### config.mk
export PLATFORM = sky130hd
export DESIGN_NAME = attr_ctrl
export DESIGN_NICKNAME = d
export VERILOG_FILES = /design/src/rtl/attr_pkg.sv /design/src/rtl/attr_phase.sv /design/src/rtl/attr_store.sv /design/src/rtl/attr_ctrl.sv
export SDC_FILE = /design/constraint.sdc
export NUM_CORES = 1
export LEC_CHECK = 0
export ABC_AREA = 0
export BUFFER_PORTS_ARGS = -buffer_cell sky130_fd_sc_hd__buf_2
export CORE_ASPECT_RATIO = 0.75
export CORE_MARGIN = 3
export CORE_UTILIZATION = 53
export CTS_BUF_LIST = sky130_fd_sc_hd__clkbuf_4 sky130_fd_sc_hd__clkbuf_8
export DETAILED_ROUTE_END_ITERATION = 8
export GPL_TIMING_DRIVEN = 0
export MAX_ROUTING_LAYER = met4
export PLACE_DENSITY = 0.7
export SETUP_SLACK_MARGIN = 0.1
export SLEW_MARGIN = 20
export SYNTH_ARGS = -nofsm -noshare
export SYNTH_HDL_FRONTEND = slang
export SYNTH_HIERARCHICAL = 1
export SYNTH_SLANG_ARGS = --single-unit
export TNS_END_PERCENT = 5
### constraint.sdc
create_clock -name clk -period 6.3 [get_ports clk]
set_clock_uncertainty 0.2 [all_clocks]
set_input_delay 0.63 -clock clk [delete_from_list [all_inputs] [get_ports clk]]
set_output_delay 0.63 -clock clk [all_outputs]
set_load 0.005 [all_outputs]
### src/rtl/attr_pkg.sv
package attr_pkg;
    localparam int DATA_W    = 8;
    localparam int IDX_W     = 5;
    localparam int PTR_W     = IDX_W + 1;
    localparam int PAL_COUNT = 16;
    localparam int PAL_W     = 6;
    localparam int PLANE_W   = 6;
    localparam int PAN_W     = 4;
    localparam int CSEL_W    = 4;
    localparam int PSEL_W    = $clog2(PAL_COUNT);

    localparam logic [IDX_W-1:0] IX_PAL_LAST = IDX_W'(PAL_COUNT - 1);
    localparam logic [IDX_W-1:0] IX_MODE     = IDX_W'(PAL_COUNT);
    localparam logic [IDX_W-1:0] IX_BORDER   = IDX_W'(PAL_COUNT + 1);
    localparam logic [IDX_W-1:0] IX_PLANE    = IDX_W'(PAL_COUNT + 2);
    localparam logic [IDX_W-1:0] IX_PAN      = IDX_W'(PAL_COUNT + 3);
    localparam logic [IDX_W-1:0] IX_CSEL     = IDX_W'(PAL_COUNT + 4);

    localparam logic [DATA_W-1:0] MODE_KEEP  = 8'hEF;

    typedef struct packed {
        logic             data_ph;
        logic [PTR_W-1:0] ptr;
    } phase_t;
endpackage

### src/rtl/attr_phase.sv
module attr_phase
    import attr_pkg::*;
(
    input  logic             clk,
    input  logic             rst_n,
    input  logic             wr_en,
    input  logic [PTR_W-1:0] ptr_in,
    input  logic             status_rd,
    output logic             data_ph,
    output logic [PTR_W-1:0] ptr,
    output logic             data_wr
);
    phase_t st_d, st_q;

    always_comb begin
        st_d    = st_q;
        data_wr = wr_en && st_q.data_ph;
        if (wr_en) begin
            if (!st_q.data_ph) begin
                st_d.ptr = ptr_in;
            end
            st_d.data_ph = !st_q.data_ph;
        end
        if (status_rd) begin
            st_d.data_ph = 1'b0;
        end
    end

    always_ff @(posedge clk) begin
        if (!rst_n) begin
            st_q <= '0;
        end else begin
            st_q <= st_d;
        end
    end

    assign data_ph = st_q.data_ph;
    assign ptr     = st_q.ptr;
endmodule

### src/rtl/attr_store.sv
module attr_store
    import attr_pkg::*;
(
    input  logic              clk,
    input  logic              rst_n,
    input  logic              data_wr,
    input  logic [PTR_W-1:0]  ptr,
    input  logic [DATA_W-1:0] wr_data,
    output logic [DATA_W-1:0] sel_val
);
    typedef struct packed {
        logic [PAL_COUNT-1:0][PAL_W-1:0] pal;
        logic [DATA_W-1:0]               mode;
        logic [DATA_W-1:0]               border;
        logic [PLANE_W-1:0]              plane;
        logic [PAN_W-1:0]                pan;
        logic [CSEL_W-1:0]               csel;
    } bank_t;

    bank_t bank_d, bank_q;

    logic [IDX_W-1:0]     ix;
    logic                 locked;
    logic                 in_pal;
    logic [PAL_COUNT-1:0] pal_hit;

    assign ix     = ptr[IDX_W-1:0];
    assign locked = ptr[PTR_W-1];
    assign in_pal = (ix <= IX_PAL_LAST);

    for (genvar g = 0; g < PAL_COUNT; g++) begin : g_pal_hit
        assign pal_hit[g] = data_wr && !locked && (ix == IDX_W'(g));
    end

    always_comb begin
        bank_d = bank_q;
        for (int k = 0; k < PAL_COUNT; k++) begin
            if (pal_hit[k]) begin
                bank_d.pal[k] = wr_data[PAL_W-1:0];
            end
        end
        if (data_wr && !in_pal) begin
            case (ix)
                IX_MODE:   bank_d.mode   = wr_data & MODE_KEEP;
                IX_BORDER: bank_d.border = wr_data;
                IX_PLANE:  bank_d.plane  = wr_data[PLANE_W-1:0];
                IX_PAN:    bank_d.pan    = wr_data[PAN_W-1:0];
                IX_CSEL:   bank_d.csel   = wr_data[CSEL_W-1:0];
                default:   ;
            endcase
        end
    end

    always_ff @(posedge clk) begin
        if (!rst_n) begin
            bank_q <= '0;
        end else begin
            bank_q <= bank_d;
        end
    end

    always_comb begin
        sel_val = '0;
        if (in_pal) begin
            sel_val = DATA_W'(bank_q.pal[ix[PSEL_W-1:0]]);
        end else begin
            case (ix)
                IX_MODE:   sel_val = bank_q.mode;
                IX_BORDER: sel_val = bank_q.border;
                IX_PLANE:  sel_val = DATA_W'(bank_q.plane);
                IX_PAN:    sel_val = DATA_W'(bank_q.pan);
                IX_CSEL:   sel_val = DATA_W'(bank_q.csel);
                default:   sel_val = '0;
            endcase
        end
    end
endmodule

### src/rtl/attr_ctrl.sv
module attr_ctrl
    import attr_pkg::*;
(
    input  logic              clk,
    input  logic              rst_n,
    input  logic              wr_en,
    input  logic [DATA_W-1:0] wr_data,
    input  logic              status_rd,
    input  logic              rd_en,
    input  logic              rd_sel,
    output logic [DATA_W-1:0] rd_data,
    output logic              pal_src,
    output logic              blank
);
    logic             data_ph;
    logic [PTR_W-1:0] ptr;
    logic             data_wr;
    logic [DATA_W-1:0] sel_val;
    logic [DATA_W-1:0] rd_d, rd_q;

    attr_phase u_phase (
        .clk       (clk),
        .rst_n     (rst_n),
        .wr_en     (wr_en),
        .ptr_in    (wr_data[PTR_W-1:0]),
        .status_rd (status_rd),
        .data_ph   (data_ph),
        .ptr       (ptr),
        .data_wr   (data_wr)
    );

    attr_store u_store (
        .clk     (clk),
        .rst_n   (rst_n),
        .data_wr (data_wr),
        .ptr     (ptr),
        .wr_data (wr_data),
        .sel_val (sel_val)
    );

    always_comb begin
        rd_d = rd_q;
        if (rd_en) begin
            rd_d = rd_sel ? sel_val : DATA_W'(ptr);
        end
    end

    always_ff @(posedge clk) begin
        if (!rst_n) begin
            rd_q <= '0;
        end else begin
            rd_q <= rd_d;
        end
    end

    assign rd_data = rd_q;
    assign pal_src = ptr[PTR_W-1];
    assign blank   = !ptr[PTR_W-1];
endmodule

==> results of run 1 <==
==> metrics by stage <==
stage / hold slack, ps / cells / setup WS, ps / total power, mW
floorplan: 232 / 732 / 4340 / 1.04
global placement: 238 / 920 / 3880 / 1.10
detailed placement: 247 / 920 / 3850 / 1.10
CTS: 131 / 951 / 3840 / 1.89
global route: 129 / 951 / 3680 / 1.95
finish: 150 / 951 / 3810 / 1.89
==> registers in the layout, indices dropped and copies added (netlist names) <==
name	count
u_store/bank_q	125
u_phase/data_ph	1
rd_data	8
u_phase/ptr	6
==> power by group through the flow <==
stage                     sequential (mW)  combinational [mW]  clock, mW
final                               0.900               0.183      0.802
after global routing                0.900               0.194      0.857
after CTS                           0.899               0.180      0.813
after detailed placement            0.920               0.179          0
after global placement              0.919               0.177          0
after floorplan                     0.918               0.121          0
==> final timing paths <==
kind / startpoint / endpoint / cells after the start
min: status_rd / u_phase/data_ph / 2
min reg2reg: u_store/bank_q[92] / u_store/bank_q[92] / 2
max reg2reg: u_phase/ptr[0] / rd_data[3] / 9
max: u_phase/ptr[0] / rd_data[3] / 9
==> worst max-delay path: stages, from the launching register on <==
cell and delay [ps]:
dfxtp_1 450, buf_4 270, buf_6 210, buf_2 270
mux2i_1 260, o22ai_1 120, a21oi_1 210, o211ai_1 150
mux2i_1 160, a21oi_1 90
==> cell families after synthesis <==
family          synth area share
flops                      0.410
xor+xnor                 0.00128
compound gates             0.137
simple gates               0.222
mux                        0.176
buf+inv                   0.0539
==> layer usage <==
| layer | up-vias | routed length [um] |
|---|---|---|
| met3 | 38 | 1700 |
| li1 | 2648 | - |
| met1 | 2741 | 8600 |
| met5 | - | 0 |
| met2 | 228 | 8720 |
| met4 | 0 | 550 |
==> cells in the final DEF, fill, tap and decap left out, types with 3 or more instances in the layout <==
cell         n
clkbuf_1    31
dfxtp_1    140
o211ai_1     4
buf_6        8
nand2_1    116
nor2_1       7
a21boi_0    44
nor2b_1     47
nand3_1     83
o22ai_1      5
bufinv_16    4
buf_4       13
o21ai_1      3
mux2i_1     91
a21oi_1     13
nand2b_1     5
clkinv_2     4
mux4_2      12
clkinv_4     3
nand4_1      4
o21ai_0     12
a21boi_1    40
clkbuf_8    20
buf_2       34
a22oi_1      6
==> layout make-up <==
cell class              count  area, um2
well taps                 166        208
multi-input cells         527       3660
fillers                  1111       4850
flip-flops and latches    140       2800
clock inverters            11        166
clock buffers              20        275
plain buffers              64        364
repair buffers             22        110
inverters                   1       3.75
==> results.json, run 1 <==
{
  "area_delta_synth_final_pct": 11.1,
  "cts_tree": "done",
  "ys_top_cells_by_count": "dfxtp_1, nand2_1, mux2i_1, nand3_1, nor2b_1",
  "dpl_cell_area_um2": 7150,
  "leakagePower_nw": 2.70,
  "clk_latency_ps": 440,
  "synth_area_leaders": "dfxtp_1, mux2i_1, nand2_1",
  "synth_seq_area_share": 0.410,
  "route.detailed.drc": 0,
  "syn_inst": 732,
  "max_slew_margin": 0.396,
  "cts_buffers": 17,
  "async_reset_ff_frac": 0,
  "power_density_nw_per_um2": 248,
  "core_region_area_um2": 12400,
  "power_switching_uw": 466,
  "cp_max_fo": 10,
  "grt_antenna_before_repair": 0,
  "grt_pass1_vias": 5574,
  "nets": 787,
  "gp_routability_congestion": 0.922,
  "post_cts_buffers": 0,
  "grt-busiest-layer": "met2",
  "crit_type": "flop to flop",
  "synth_top_area_cell": "dfxtp_1",
  "die_area_um2": 14300,
  "avgSynthCellArea_um2": 9.33,
  "synth_edf_count": 0,
  "max_freq_ghz": 0.402,
  "synth.net_count": 746,
  "grt_use_met2": 0.409,
  "start_util": 0.549,
  "maxSlewViolCount": 0,
  "power_frac_comb": 0.097,
  "endpoint_kind": "flop",
  "ys_warn_count": 6,
  "ys.flop_type": "dfxtp_1",
  "grt_overflow_total": 0,
  "antenna_cells": 0,
  "cts_resized": 0,
  "ir_drop_uv": 147,
  "cap_violations": 0,
  "grt_use_met3": 0.0769,
  "finalInstanceArea_um2": 7590,
  "timing.setup.tns_ps": 0,
  "grt_pass1_wl_um": 30600,
  "clock_sinks": 140,
  "status": "completed",
  "drt_wl_total_um": 19600,
  "drive_gt1_frac": 0.149,
  "power_frac_seq": 0.477,
  "timing.final.crit_period_ps": 2490,
  "grt_usage": 0.290,
  "synth_seq_cells": 140,
  "cts-root-buf": "clkbuf_8",
  "hold_violations": 0,
  "num_rows": 35,
  "via_per_inst": 5.95,
  "synth_area_um2": 6830,
  "hold_buffers": 0,
  "use_met1": 0.396,
  "worst_pin_slew_ps": 906,
  "min_path_type": "input pin to flop",
  "synth_top_area_frac": 0.410,
  "cts.path.max_buffers": 2,
  "htree_levels": 4,
  "die_h_um": 104,
  "clock_power_share": 0.426,
  "grt_start_max_net_pins": 21,
  "utilization": 0.610,
  "p_int_mw": 1.42,
  "drt_first_iter_violations": 496,
  "cp.arrival_ps": 2630,
  "dieWidth_um": 137,
  "r2r_slack_ps": 3810,
  "port_buffers": 22,
  "vias": 5655,
  "finalSetupViolCount": 0,
  "wl_per_cell_um": 20.6,
  "yosysUniqueCellTypes": 48,
  "boundaryPins": 24,
  "synth.most_common_cell": "dfxtp_1",
  "dr.pass1.iters": 5,
  "clkSlewWorstSetupHoldPaths_ps": 80,
  "fin_crit_sh": 0.395,
  "critPathRequiredTime_ps": 6440,
  "rsz0062_at_grt": "false",
  "place_hpwl_um": 14200,
  "worstSetupStartpointType": "flop",
  "p_sw_frac": 0.247,
  "ant_nets": 0
}
Power figures use the tool's default switching activity.
==> run 2, diff against run 1 <==
==> constraint.sdc (replaced) <==
create_clock -name clk -period 2.5 [get_ports clk]
set_clock_uncertainty 0.2 [all_clocks]
set_input_delay 0.25 -clock clk [delete_from_list [all_inputs] [get_ports clk]]
set_output_delay 0.25 -clock clk [all_outputs]
set_load 0.005 [all_outputs]
==> run 2 against run 1 <==
  * Design area increased by 1.9%
  * Wire length increased by 0.39%
  * Global-route usage increased by 0.20 points
  * Clock-buffer cell count unchanged
  * Total power increased to 2.5 times the previous value
  * Combinational power increased to 2.6 times the previous value
  * First-iteration DRC count increased by 1.6%
  * Via count increased by 1.3%
  * Register-to-register slack got worse by 3600 ps
  * Core utilization increased by 1.2 points
  * Hold slack got worse by 110 ps
  * Highest routed layer unchanged
==> results.json, run 2 (synthesized netlist as in run 1, its figures left out) <==
{
  "num_rows": 35,
  "dpl_cell_area_um2": 7150,
  "cp_max_fo": 10,
  "finalSetupViolCount": 0,
  "die_h_um": 104,
  "cts-root-buf": "clkbuf_8",
  "port_buffers": 22,
  "min_path_type": "input pin to flop",
  "hold_violations": 0,
  "worstSetupStartpointType": "flop",
  "fin_ws_ps": 193,
  "ir_drop_uv": 385,
  "power_density_nw_per_um2": 616,
  "dp.cells": 920,
  "critPathRequiredTime_ps": 2640,
  "whs_path_depth": 3,
  "cts_tree": "done",
  "fin_cells": 963,
  "grt_start_max_net_pins": 21,
  "status": "completed",
  "start_util": 0.549,
  "cts_buffers": 17,
  "power_switching_mw": 1.17,
  "fin_crit_sh": 0.923,
  "cts.path.max_buffers": 2,
  "max_slew_margin": 0.401,
  "max_freq_ghz": 0.433,
  "worst_pin_slew_ps": 898,
  "cp.arrival_ps": 2450,
  "clk_latency_ps": 440,
  "top_register": "u_store/bank_q",
  "p_sw_frac": 0.246,
  "htree_levels": 4,
  "r2r_cells": 7,
  "drive_gt1_frac": 0.154,
  "area_delta_synth_final_pct": 13.3,
  "timing.final.crit_period_ps": 2310,
  "dr.pass1.iters": 5,
  "rsz0062_at_grt": "true",
  "p_int_mw": 3.59,
  "power_frac_seq": 0.476,
  "drt_wl_total_um": 19600,
  "grt_pass1_vias": 5636,
  "vias": 5730,
  "drt_first_iter_violations": 504,
  "wl_per_cell_um": 20.4,
  "final_common_cell": "dfxtp_1",
  "nets": 799,
  "ant_nets": 0,
  "leakagePower_nw": 2.76,
  "route.detailed.drc": 0,
  "core_region_area_um2": 12400,
  "clock_power_share": 0.424,
  "grt_overflow_total": 0,
  "place_hpwl_um": 14200,
  "largest_reg_flops": 125,
  "crit_type": "flop to flop",
  "clock_sinks": 140,
  "grt_usage": 0.292,
  "timing.setup.tns_ps": 0,
  "maxSlewViolCount": 0,
  "boundaryPins": 24,
  "antenna_cells": 0,
  "grt_pass1_wl_um": 30900,
  "via_per_inst": 5.95,
  "place_ws_ps": 51.0,
  "dieWidth_um": 137,
  "nFillCells": 1094,
  "cap_violations": 0,
  "endpoint_kind": "flop",
  "finalInstanceArea_um2": 7740,
  "die_area_um2": 14300,
  "power_frac_comb": 0.101,
  "clkSlewWorstSetupHoldPaths_ps": 80,
  "grt_antenna_before_repair": 0,
  "final_cell_mix": "dfxtp_1, nand2_1, mux2i_1",
  "gp_routability_congestion": 0.922
}
run 2: final cells by class:
| cell class | count | area (um2) | area share |
|---|---|---|---|
| Multi-Input combinational cell | 527 | 3670 | 0.475 |
| Clock buffer | 20 | 275 | 0.0356 |
| Clock inverter | 11 | 166 | 0.0215 |
| Inverter | 1 | 3.75 | 0.000485 |
| Tap cell | 166 | 208 | 0.0268 |
| Buffer | 64 | 374 | 0.0484 |
| Timing Repair Buffer | 34 | 230 | 0.0298 |
| Sequential cell | 140 | 2810 | 0.363 |
run 2: stage by stage:
stage	hold WS (ps)	total power, mW	util
floorplan	120	2.62	-
global placement	220	2.76	0.575
detailed placement	225	2.77	0.575
CTS	22.0	4.78	0.620
global route	55.1	4.94	0.622
finish	39.7	4.77	0.622
run 2: repair_timing:
| action | CTS | global route |
|---|---|---|
| gates resized for setup | 2 | 7 |
| buffers inserted | 0 | 0 |
| endpoints found under the setup margin | 2 | 6 |
| hold buffers | 12 | 0 |
| hold endpoints to repair | 23 | 0 |
run 2: power by group through the flow:
stage	clock, mW	combinational [mW]	sequential [mW]
final	2.02	0.479	2.27
after detailed placement	0	0.452	2.32
after global placement	0	0.447	2.32
after floorplan	0	0.304	2.31
after CTS	2.05	0.469	2.27
after global routing	2.16	0.508	2.27
run 2: routing by layer:
metal	global-route usage	vias up	wire length, um
met5	-	-	0
met3	0.0759	42	1460
li1	-	2676	-
met1	0.399	2791	8900
met2	0.412	221	8710
met4	0.112	0	567
run 2: path summary, 6_finish.rpt:
path	end	slack (ps)	startpoint
worst max-delay path	rd_data[0]	190	u_phase/ptr[0]
worst min-delay path	rd_data[1]	40	rst_n
worst max register to register	rd_data[0]	190	u_phase/ptr[0]
worst min register to register	u_store/bank_q[92]	250	u_store/bank_q[92]
run 2: critical path, cell delays in order (launching register included):
cell,delay [ps]
dfxtp_2,400
buf_6,200
buf_6,210
mux4_2,530
mux2i_1,290
o211ai_1,130
mux2i_1,170
a21oi_1,80
==> run 3, diff against run 2 <==
--- a/config.mk
+++ b/config.mk
@@ -6,7 +6,7 @@
 export NUM_CORES = 1
 export LEC_CHECK = 0
 export ABC_AREA = 0
-export BUFFER_PORTS_ARGS = -buffer_cell sky130_fd_sc_hd__buf_2
+export BUFFER_PORTS_ARGS = -buffer_cell sky130_fd_sc_hd__buf_4
 export CORE_ASPECT_RATIO = 0.75
 export CORE_MARGIN = 3
 export CORE_UTILIZATION = 53
==> run 3 against run 2 <==
  * Total power is 1.7% higher
  * Sequential share of layout area fell by 0.45 points
  * Global-route usage up 0.74 points
  * Core utilization is 0.75 points higher
  * Setup slack worse by 56 ps
  * Largest power group unchanged
==> results.json, run 3 (synthesized netlist as in run 1, its figures left out) <==
{
  "antenna_cells": 0,
  "crit_type": "flop to flop",
  "clock_sinks": 140,
  "grt_start_max_net_pins": 21,
  "route.detailed.drc": 0,
  "timing.final.crit_period_ps": 2360,
  "largest_reg_flops": 125,
  "place_hpwl_um": 14400,
  "min_path_type": "input pin to flop",
  "critPathRequiredTime_ps": 2620,
  "core_region_area_um2": 12400,
  "cts_buffers": 17,
  "finalSetupViolCount": 0,
  "grt_usage": 0.299,
  "ir_drop_uv": 381,
  "maxSlewViolCount": 0,
  "cp.arrival_ps": 2490,
  "via_per_inst": 6.03,
  "grt_antenna_before_repair": 0,
  "r2r_cells": 7,
  "vias": 5829,
  "worst_pin_slew_ps": 912,
  "start_util": 0.549,
  "boundaryPins": 24,
  "max_slew_margin": 0.392,
  "min_from": "wr_en",
  "clk_latency_ps": 440,
  "worstSetupStartpointType": "flop",
  "final_cell_mix": "dfxtp_1, nand2_1, mux2i_1",
  "total_power_mw": 4.85,
  "status": "completed",
  "power_density_nw_per_um2": 619,
  "die_h_um": 104,
  "nets": 802,
  "final_common_cell": "dfxtp_1",
  "top_register": "u_store/bank_q",
  "drt_wl_total_um": 20300,
  "r2r_end": "rd_data[0]",
  "num_rows": 35,
  "max_freq_ghz": 0.423,
  "hold_ws_ps": 107,
  "gp_routability_congestion": 0.929,
  "dr.pass1.iters": 5,
  "hold_end": "u_phase/ptr[4]",
  "leakagePower_nw": 2.78,
  "cap_violations": 0,
  "place_ws_ps": 101,
  "rsz0062_at_grt": "true",
  "fin_ws_ps": 137,
  "grt_pass1_wl_um": 31900,
  "wl_per_cell_um": 21.0,
  "die_area_um2": 14300,
  "dieWidth_um": 137,
  "rr_startpoint": "u_phase/ptr[0]",
  "hold_violations": 0,
  "port_buffers": 22,
  "grt_overflow_total": 0,
  "fin_crit_sh": 0.945,
  "cts_tree": "done",
  "clkSlewWorstSetupHoldPaths_ps": 90,
  "drive_gt1_frac": 0.154,
  "cp_max_fo": 10,
  "ant_nets": 0,
  "r2r_slack_ps": 140,
  "endpoint_kind": "flop",
  "area_delta_synth_final_pct": 14.7,
  "grt_pass1_vias": 5888,
  "timing.setup.tns_ps": 0,
  "htree_levels": 4,
  "whs_path_depth": 4,
  "cts-root-buf": "clkbuf_8",
  "drt_first_iter_violations": 491,
  "cts.path.max_buffers": 2
}
## run 3: timing repair
action,in CTS,in global routing
hold endpoints to repair,23,0
cloned,0,0
gates resized for setup,2,5
buffers inserted,0,0
hold buffers,15,0
setup endpoints to repair,4,5
## run 3: stage by stage
stage / std cells / utilization / area (um2)
global placement: 920 / 0.579 / 7200
global route: 967 / 0.630 / 7830
CTS: 967 / 0.628 / 7810
detailed placement: 920 / 0.579 / 7200
finish: 967 / 0.630 / 7830
floorplan: 732 / - / 6830
## run 3: power breakdown
group | switching [mW] | internal (mW) | leakage [nW] | total (mW)
registers | 0.0219 | 2.25 | 1.13 | 2.27
clock network | 0.944 | 1.14 | 0.228 | 2.08
logic | 0.295 | 0.198 | 1.42 | 0.493
## run 3: layer usage
layer  vias up  GRT usage  routed length [um]
met5         -          -                   0
li1       2678          -                   -
met4         0      0.120                 796
met1      2847      0.404                9110
met3        63     0.0629                1420
met2       241      0.437                8940
## run 3: worst max-delay path by stage
stage | cells past startpoint | to | slack, ps | startpoint
after floorplan | 7 | rd_data[4] | 540 | u_phase/ptr[2]
after global placement | 7 | rd_data[2] | 120 | u_phase/ptr[0]
after detailed placement | 7 | rd_data[1] | 100 | u_phase/ptr[0]
after CTS | 7 | rd_data[1] | 90 | u_phase/ptr[0]
after global routing | 9 | rd_data[1] | 40 | u_phase/ptr[1]
final | 7 | rd_data[0] | 140 | u_phase/ptr[0]
## run 3: layout make-up
| cell class | count | area (um2) |
|---|---|---|
| fill | 1045 | 4610 |
| tap | 166 | 208 |
| timing repair buffer | 37 | 315 |
| buffer | 64 | 370 |
| inverter | 1 | 3.75 |
| clock inverter | 14 | 208 |
| sequential | 140 | 2800 |
| multi-input combinational | 527 | 3670 |
| clock buffer | 18 | 248 |
## run 3: critical path, stage by stage (launching register included)
cell and delay, ps:
dfxtp_1 440, buf_6 220, buf_6 210, mux4_2 560, mux2i_2 270, o211ai_1 120, mux2i_1 150, a21oi_1 80
